$ cat config.mk
export PLATFORM = sky130hd
export DESIGN_NAME = ssram_datapath
export DESIGN_NICKNAME = d
export VERILOG_FILES = /design/src/rtl/ssram_pkg.sv /design/src/rtl/ssram_cmd.sv /design/src/rtl/ssram_lane.sv /design/src/rtl/ssram_out.sv /design/src/rtl/ssram_datapath.sv
export SDC_FILE = /design/constraint.sdc
export NUM_CORES = 1
export LEC_CHECK = 0
export ABC_AREA = 1
export BUFFER_PORTS_ARGS = -buffer_cell sky130_fd_sc_hd__buf_2
export CORE_MARGIN = 1.5
export CORE_UTILIZATION = 50
export DETAILED_ROUTE_END_ITERATION = 8
export PLACE_DENSITY = 0.66
export SYNTH_ARGS = -nofsm -noshare
export SYNTH_HDL_FRONTEND = slang
export SYNTH_SLANG_ARGS = --single-unit
$ cat constraint.sdc
create_clock -name clk -period 6.05 [get_ports clk]
set_clock_uncertainty 0.05 [all_clocks]
set_input_delay 0.9075 -clock clk [delete_from_list [all_inputs] [get_ports clk]]
set_output_delay 0.9075 -clock clk [all_outputs]
set_load 0.1 [all_outputs]
$ cat src/rtl/ssram_pkg.sv
package ssram_pkg;

  localparam int LANE_BITS = 9;

  typedef enum logic [1:0] {
    OP_IDLE  = 2'd0,
    OP_READ  = 2'd1,
    OP_WRITE = 2'd2
  } op_e;

  // Whole-word write wins over lane write; neither asserted means read.
  function automatic op_e decode_op(input logic sel, input logic all, input logic bytes);
    if (!sel)               return OP_IDLE;
    else if (all || bytes)  return OP_WRITE;
    else                    return OP_READ;
  endfunction

endpackage

$ cat src/rtl/ssram_cmd.sv
module ssram_cmd
  import ssram_pkg::*;
#(
  parameter int LANES = 2
) (
  input  logic             clk,
  input  logic             rst,
  input  logic             sleep,
  input  logic             chip_sel,
  input  logic             wr_all,
  input  logic             wr_bytes,
  input  logic [LANES-1:0] lane_sel,
  output logic [LANES-1:0] lane_we,
  output logic             rd_issue
);

  op_e op;

  always_comb begin
    op = decode_op(chip_sel, wr_all, wr_bytes);
    if (rst || sleep) op = OP_IDLE;
    lane_we = '0;
    if (op == OP_WRITE) lane_we = wr_all ? {LANES{1'b1}} : lane_sel;
  end

  // First read stage: deselects and writes load zero, like a read loads one.
  always_ff @(posedge clk) begin
    if (rst || sleep) rd_issue <= 1'b0;
    else              rd_issue <= (op == OP_READ);
  end

  assert_sleep_no_write_R10: assert property (@(posedge clk) disable iff (rst)
    sleep |-> (lane_we == '0));

  assert_whole_word_R5: assert property (@(posedge clk) disable iff (rst)
    (chip_sel && wr_all && !sleep) |-> (&lane_we));

  assert_read_no_write_R6: assert property (@(posedge clk) disable iff (rst)
    (chip_sel && !wr_all && !wr_bytes) |-> (lane_we == '0));

endmodule

$ cat src/rtl/ssram_lane.sv
module ssram_lane #(
  parameter int AW    = 4,
  parameter int WIDTH = 9
) (
  input  logic             clk,
  input  logic             we,
  input  logic [AW-1:0]    addr,
  input  logic [WIDTH-1:0] wdata,
  output logic [WIDTH-1:0] rdata
);

  localparam int DEPTH = 1 << AW;

  logic [WIDTH-1:0] mem [DEPTH];

  // Single-port, registered read: maps onto an inferred block RAM.
  always_ff @(posedge clk) begin
    if (we) mem[addr] <= wdata;
    rdata <= mem[addr];
  end

endmodule

$ cat src/rtl/ssram_out.sv
module ssram_out #(
  parameter int W = 18
) (
  input  logic         clk,
  input  logic         rst,
  input  logic         sleep,
  input  logic         pipe_mode,
  input  logic         out_en,
  input  logic         rd_issue,
  input  logic [W-1:0] rd_word,
  output logic [W-1:0] dout,
  output logic         dout_valid
);

  logic         pipe_drive;
  logic [W-1:0] pipe_word;
  logic         drive_sel;
  logic [W-1:0] word_sel;

  always_ff @(posedge clk) begin
    if (rst || sleep) pipe_drive <= 1'b0;
    else              pipe_drive <= rd_issue;
  end

  always_ff @(posedge clk) pipe_word <= rd_word;

  always_comb begin
    drive_sel  = pipe_mode ? pipe_drive : rd_issue;
    word_sel   = pipe_mode ? pipe_word  : rd_word;
    dout_valid = drive_sel && out_en && !sleep;
    dout       = dout_valid ? word_sel : '0;
  end

  assert_oe_gates_bus_R9: assert property (@(posedge clk) disable iff (rst)
    !out_en |-> (!dout_valid && dout == '0));

  assert_sleep_releases_R10: assert property (@(posedge clk) disable iff (rst)
    sleep |-> !dout_valid);

endmodule

$ cat src/rtl/ssram_datapath.sv
module ssram_datapath
  import ssram_pkg::*;
#(
  parameter int AW    = 4,
  parameter int LANES = 2
) (
  input  logic                       clk,
  input  logic                       rst,
  input  logic                       pipe_mode,
  input  logic                       sleep,
  input  logic                       out_en,
  input  logic                       chip_sel,
  input  logic                       wr_all,
  input  logic                       wr_bytes,
  input  logic [LANES-1:0]           lane_sel,
  input  logic [AW-1:0]              addr,
  input  logic [LANES*LANE_BITS-1:0] din,
  output logic [LANES*LANE_BITS-1:0] dout,
  output logic                       dout_valid
);

  localparam int W = LANES * LANE_BITS;

  logic [LANES-1:0] lane_we;
  logic             rd_issue;
  logic [W-1:0]     rd_word;

  ssram_cmd #(.LANES(LANES)) i_cmd (
    .clk      (clk),
    .rst      (rst),
    .sleep    (sleep),
    .chip_sel (chip_sel),
    .wr_all   (wr_all),
    .wr_bytes (wr_bytes),
    .lane_sel (lane_sel),
    .lane_we  (lane_we),
    .rd_issue (rd_issue)
  );

  for (genvar g = 0; g < LANES; g++) begin : g_lane
    ssram_lane #(.AW(AW), .WIDTH(LANE_BITS)) i_lane (
      .clk   (clk),
      .we    (lane_we[g]),
      .addr  (addr),
      .wdata (din[g*LANE_BITS +: LANE_BITS]),
      .rdata (rd_word[g*LANE_BITS +: LANE_BITS])
    );
  end

  ssram_out #(.W(W)) i_out (
    .clk        (clk),
    .rst        (rst),
    .sleep      (sleep),
    .pipe_mode  (pipe_mode),
    .out_en     (out_en),
    .rd_issue   (rd_issue),
    .rd_word    (rd_word),
    .dout       (dout),
    .dout_valid (dout_valid)
  );

  logic rd_req;
  assign rd_req = chip_sel && !wr_all && !wr_bytes && !sleep && !rst;

  assert_flow_latency_R1: assert property (@(posedge clk) disable iff (rst)
    (!pipe_mode && out_en && !sleep && $past(rd_req)) |-> dout_valid);

  assert_pipe_latency_R2: assert property (@(posedge clk) disable iff (rst)
    (pipe_mode && out_en && !sleep && !$past(sleep) && !$past(rst) && $past(rd_req, 2))
      |-> dout_valid);

  assert_deselect_delay_R7: assert property (@(posedge clk) disable iff (rst)
    (pipe_mode && $past(!chip_sel, 2)) |-> !dout_valid);

endmodule

### Word-level counts from Yosys, hierarchy flattened

Memories as Yosys holds them, arrays and structs flattened. A register that Yosys moved wholly into a read port is not among the register bits.
Cells that the tools add are included.

* reduce and logical (&&, ||, !) cells: 5
* muxes and demuxes: 12
* equality and inequality tests: 2

Operators by type and width (number)
* $mux 18: 2
* $mux 2: 5
* $mux 1: 5
* $eq 2x1->1 const B: 1
* $eq 2x2->1 const B: 1
* $logic_and 1x1->1: 2
* $logic_or 1x1->1: 2
* $logic_not 1->1: 1

* memories: 2
* input port bits: 32
* memory bits (writable): 288
* register bits: 20
* output and inout port bits: 19
* logic and storage cells: 24

Memory list
* g_lane[0].i_lane.mem: depth 16, bits a word 9, read ports 1, clocked after memory_dff 1, wr ports 1, line ssram_lane.sv:14 `logic [WIDTH-1:0] mem [DEPTH];`
* g_lane[1].i_lane.mem: depth 16, bits a word 9, read ports 1, clocked after memory_dff 1, wr ports 1, line ssram_lane.sv:14

### Logic depth before layout (Yosys ltp)

* word-level depth: 8
* gate-level depth with buffers: 11
* gate-level depth less buffers: 9

### Hierarchy

A second synthesis with hierarchy kept.

* cell total of the unflattened synthesis: 1343
* area, all modules: 13511.7 µm²

By module, submodules not included
* ssram_lane: instances 2, cells an instance 613, seq. area each 4504.3 µm², area each 6308.6 µm²
* ssram_out: instances 1, cells an instance 105, seq. area each 380.4 µm², area each 817.0 µm²
* ssram_cmd: instances 1, cells an instance 12, seq. area each 20.0 µm², area each 77.6 µm²

### Worst setup path before layout

Ideal clock, no wire load.

* path kind: in2out
* from: in pipe_mode
* to: out dout[10]
* data required time: 5.092 ns
* path buffers: 1
* stages on the path: 4
* path slack: 2.126 ns
* arrival: 2.967 ns
* path through: o21ai_0 -> nand3_1 -> buf_2 -> a21oi_1

* longest elaborated chain between the ends: 4
* elaborated cells on any way between the ends: 5
* those cells by class: 3 x mux; 2 x reduce/logical

RTL lines
* from (decl): line ssram_datapath.sv:9 `input logic pipe_mode,`
* $mux 1: line ssram_out.sv:28 `drive_sel = pipe_mode ? pipe_drive : rd_issue;`
* $logic_and 1x1->1 (2 in series): line ssram_out.sv:30 `dout_valid = drive_sel && out_en && !sleep;`
* $mux 18 *: line ssram_out.sv:31 `dout = dout_valid ? word_sel : '0;`
* to (decl): line ssram_datapath.sv:18 `output logic [LANES*LANE_BITS-1:0] dout,`

Mark *: on every way between the ends. The rest lies on a longest branch, timed or not.

### Worst setup path in the final report

* from: in pipe_mode
* to: out dout[11]

Same word-level chain as after synthesis.

==> impl_metrics.csv <==
group,metric,value,unit
route,vias_per_cell,5.08,
worst_setup_path,crit_slowest_cell,"nand3_1",
die,core.rowCount,59,
logic_synthesis,synth_top_family_by_area,"simple AND/OR/NAND/NOR gates",
worst_setup_path,r2r-end,"g_lane[0].i_lane.rdata[3]",
placement,gp_congestion,0.846,
route,detail_route.wl_per_cell,17.3,um
worst_hold_path,min_to,"i_out.pipe_word[16]",
logic_synthesis,synth-edff-count,288,
worst_setup_path,worst-path-buf-inv,2,
route,drc,3,
clock_network,cts_root_buf,"clkbuf_16",
clock_network,clkSinkCount,326,
clock_network,htree_levels,2,
logic_synthesis,yosysTopAreaCellShare,64.6,%
route,ant_nets,0,
worst_setup_path,worstPathCellList,"buf_2 -> nand2_1 -> o21ai_0 -> nand3_1 -> a21oi_1 -> buf_2",
die,die-area,0.0277,mm2
logic_synthesis,synth_flop_cell,"edfxtp_1",
sta,hold_violations,0,
die,ios,51,
die,start_util,51.2,%
logic_synthesis,ys_warn_count,0,
worst_setup_path,cp_top_family,"buffers and inverters",
worst_setup_path,cp.required,5.09,ns
grt,grt_usage,21.7,%
status,status,"finished with violations",
power,intPower,3.80,mW
logic_synthesis,synth_largest_area_cell,"edfxtp_1",
worst_hold_path,hold_start,"g_lane[1].i_lane.rdata[7]",
grt,globalRouteOverflowTotal,0,
sta,fin_setup_tns,0,ns
layout,fin_nets,1389,
power,power.share.sequential,51.6,%
logic_synthesis,synth_nets,1342,
worst_hold_path,hold_class,"flop to flop",
sta,relSlewSlack,11.9,%
worst_setup_path,cpPeakStageDelay,0.48,ns
worst_setup_path,crit_fanout,21,
sta,period_needed,3.55,ns
clock_network,cts.clk_slew.worst_paths,0.06,ns
logic_synthesis,synthArstFlopShare,0,%
power,p_sw_share,21.4,%
sta,fmax,0.282,GHz
clock_network,postCtsSetupRepairBufs,0,
power,p_clk_share,43.0,%
logic_synthesis,synth_area,0.0134,mm2
logic_synthesis,synth_compound_area_share,0.786,%
worst_hold_path,hold_depth,0,
power,power.switching,1.03,mW
logic_synthesis,synth.area.mux_share,0,%
clock_network,post_cts_resized,0,
die,fp.dieW,167,um
power,peakVddDrop,161,uV
layout,utilization,57.3,%
logic_synthesis,synth_xor_area_share,0,%
sta,maxSlewViolCount,0,
route,drt_wl_total,29.7,mm
worst_setup_path,cp_common_cell,"buf_2",
clock_network,clock_path_buffers,3,
worst_setup_path,endpoint_kind,"primary output",
logic_synthesis,synth.most_common_cell,"nand2_1",
layout,instances_no_fill,1718,
die,core,0.0261,mm2
logic_synthesis,synth-adder-area-share,0,%
logic_synthesis,synthSimpleGateAreaFrac,24.7,%
layout,antenna_cells,0,
logic_synthesis,syn_avg_cell_area,10.2,um2
logic_synthesis,synthCells,1310,
worst_setup_path,worstSetupStartpointType,"input port",
placement,placedCellCount,1652,
status,violations,"DRC",
grt,antenna_found_initial,0,
route,drt_iter0_markers,873,
sta,setup_viol,0,
worst_setup_path,reg2regPathDepth,8,
route,num_vias,8731,
logic_synthesis,ys_seq_area_share,70.3,%
power,p_leak,6.33,nW
worst_setup_path,cp.arrival,2.59,ns
placement,port-buffer-count,50,
clock_network,hold_buffers,0,
sta,worst-slew-pin-transition,1.31,ns
logic_synthesis,synthTopCellsByCount,"810 x nand2_1, 288 x edfxtp_1, 40 x inv_1",
die,die_y,167,um
layout,drive_gt1_share,10.2,%
job,maxCapViolCount,0,
layout,synthToLayoutAreaGrowth,11.9,%
grt,grt_pass1_wl,45.8,mm
clock_network,cts_tree,"yes",
grt,grt_start_max_net_pins,82,
power,powerDensity,323,mW/mm2
route,firstDrtPassIters,9,
worst_setup_path,worst_r2r_startpoint,"g_lane[0].i_lane.mem[15][3]",
worst_setup_path,rrSetupSlack,4.89,ns
sta,rsz0062_at_grt,"false",
logic_synthesis,synth-seq-cells,326,
placement,hpwl,18.1,mm
clock_network,clk_latency,0.51,ns
logic_synthesis,synthTopCellsByArea,"edfxtp_1 65%, nand2_1 23%, dfxtp_1 5.7%, nor3_1 1.3%, buf_2 1.2%",
power,p_comb_share,5.4,%
grt,grt_pass1_vias,8059,
logic_synthesis,synth_cell_types,22,
clock_network,cts_buffers,34,
worst_setup_path,path_class,"input port to primary output",
sta,period_share,58.7,%
==> registers in the layout (all words and copies together) (netlist names) <==
signal / count
g_lane.i_lane.mem: 288
g_lane.i_lane.rdata: 18
i_out.pipe_word: 18
i_cmd.rd_issue: 1
i_out.pipe_drive: 1
==> layout make-up <==
cell class / instances / area, um2
clock buffer: 48 / 1010
clock inverter: 14 / 119
fill: 2198 / 11200
inverter: 47 / 189
multi-input combinational: 879 / 3430
sequential: 326 / 9410
tap: 335 / 419
timing repair buffer: 69 / 388
==> layout by cell type, fill, tap and decap left out <==
cell / n
bufinv_16: 2
clkbuf_4: 2
nor2_4: 2
clkinv_2: 5
edfxtp_1: 288
clkinvlp_4: 2
nor2_1: 3
nand2_4: 2
clkinv_4: 2
dfxtp_1: 38
nand2_2: 6
clkbuf_2: 3
buf_4: 15
a21oi_1: 18
nand2_1: 810
inv_4: 1
o21ai_0: 1
o21ai_2: 1
inv_2: 4
nor3_1: 31
nand3_1: 1
nor3_2: 3
o21ai_1: 1
clkinv_1: 6
clkbuf_8: 2
buf_2: 51
clkbuf_16: 38
inv_1: 39
clkbuf_1: 6
==> power by group through the flow <==
stage	clock, mW	sequential, mW	combinational, mW
2_1_floorplan	0	2.54	0.165
3_3_place_gp	0	2.54	0.259
3_5_place_dp	0	2.54	0.260
4_1_cts	2.10	2.49	0.261
5_1_grt	2.19	2.50	0.295
6_report	2.07	2.49	0.262
==> logic make-up after synthesis <==
kind of cell,after synthesis
AO/OA/AOI/OAI,21
buffers and inverters,105
flip-flops,326
AND/OR/NAND/NOR,858
==> worst reg2reg max path, cell delays in order (launching register included) <==
cell and delay (ns):
edfxtp_1 0.37, nand2_1 0.08, nand2_1 0.09, nand2_1 0.09, nand2_1 0.07, nand2_1 0.07, nand2_1 0.08, inv_1 0.05
nand2_1 0.09
==> per-layer routing <==
metal	global-route usage (%)	routed length, um
met5	0	0
met4	6.32	641
met3	3.71	2100
met2	31.5	12800
met1	33.6	14100
==> metrics by stage <==
stage               hold WS (ns)  worst slack [ns]  cell area (um2)  power [mW]
floorplan                  0.281              2.13            13400        2.70
detailed placement         0.288              2.00            13800        2.80
finish                     0.297              2.50            15000        4.83
global placement           0.287              2.14            13800        2.80
CTS                        0.300              2.45            14900        4.85
global route               0.304              2.17            15000        4.98
==> worst max-delay path by stage <==
stage,cells past startpoint,startpoint,to,slack (ns)
detailed placement,4,addr[0],g_lane[0].i_lane.mem[0][8],2.00
global placement,4,addr[0],g_lane[0].i_lane.mem[0][7],2.14
finish,6,pipe_mode,dout[11],2.50
floorplan,4,pipe_mode,dout[10],2.13
global route,6,pipe_mode,dout[8],2.17
CTS,6,pipe_mode,dout[11],2.45
Power figures use the tool's default switching activity.
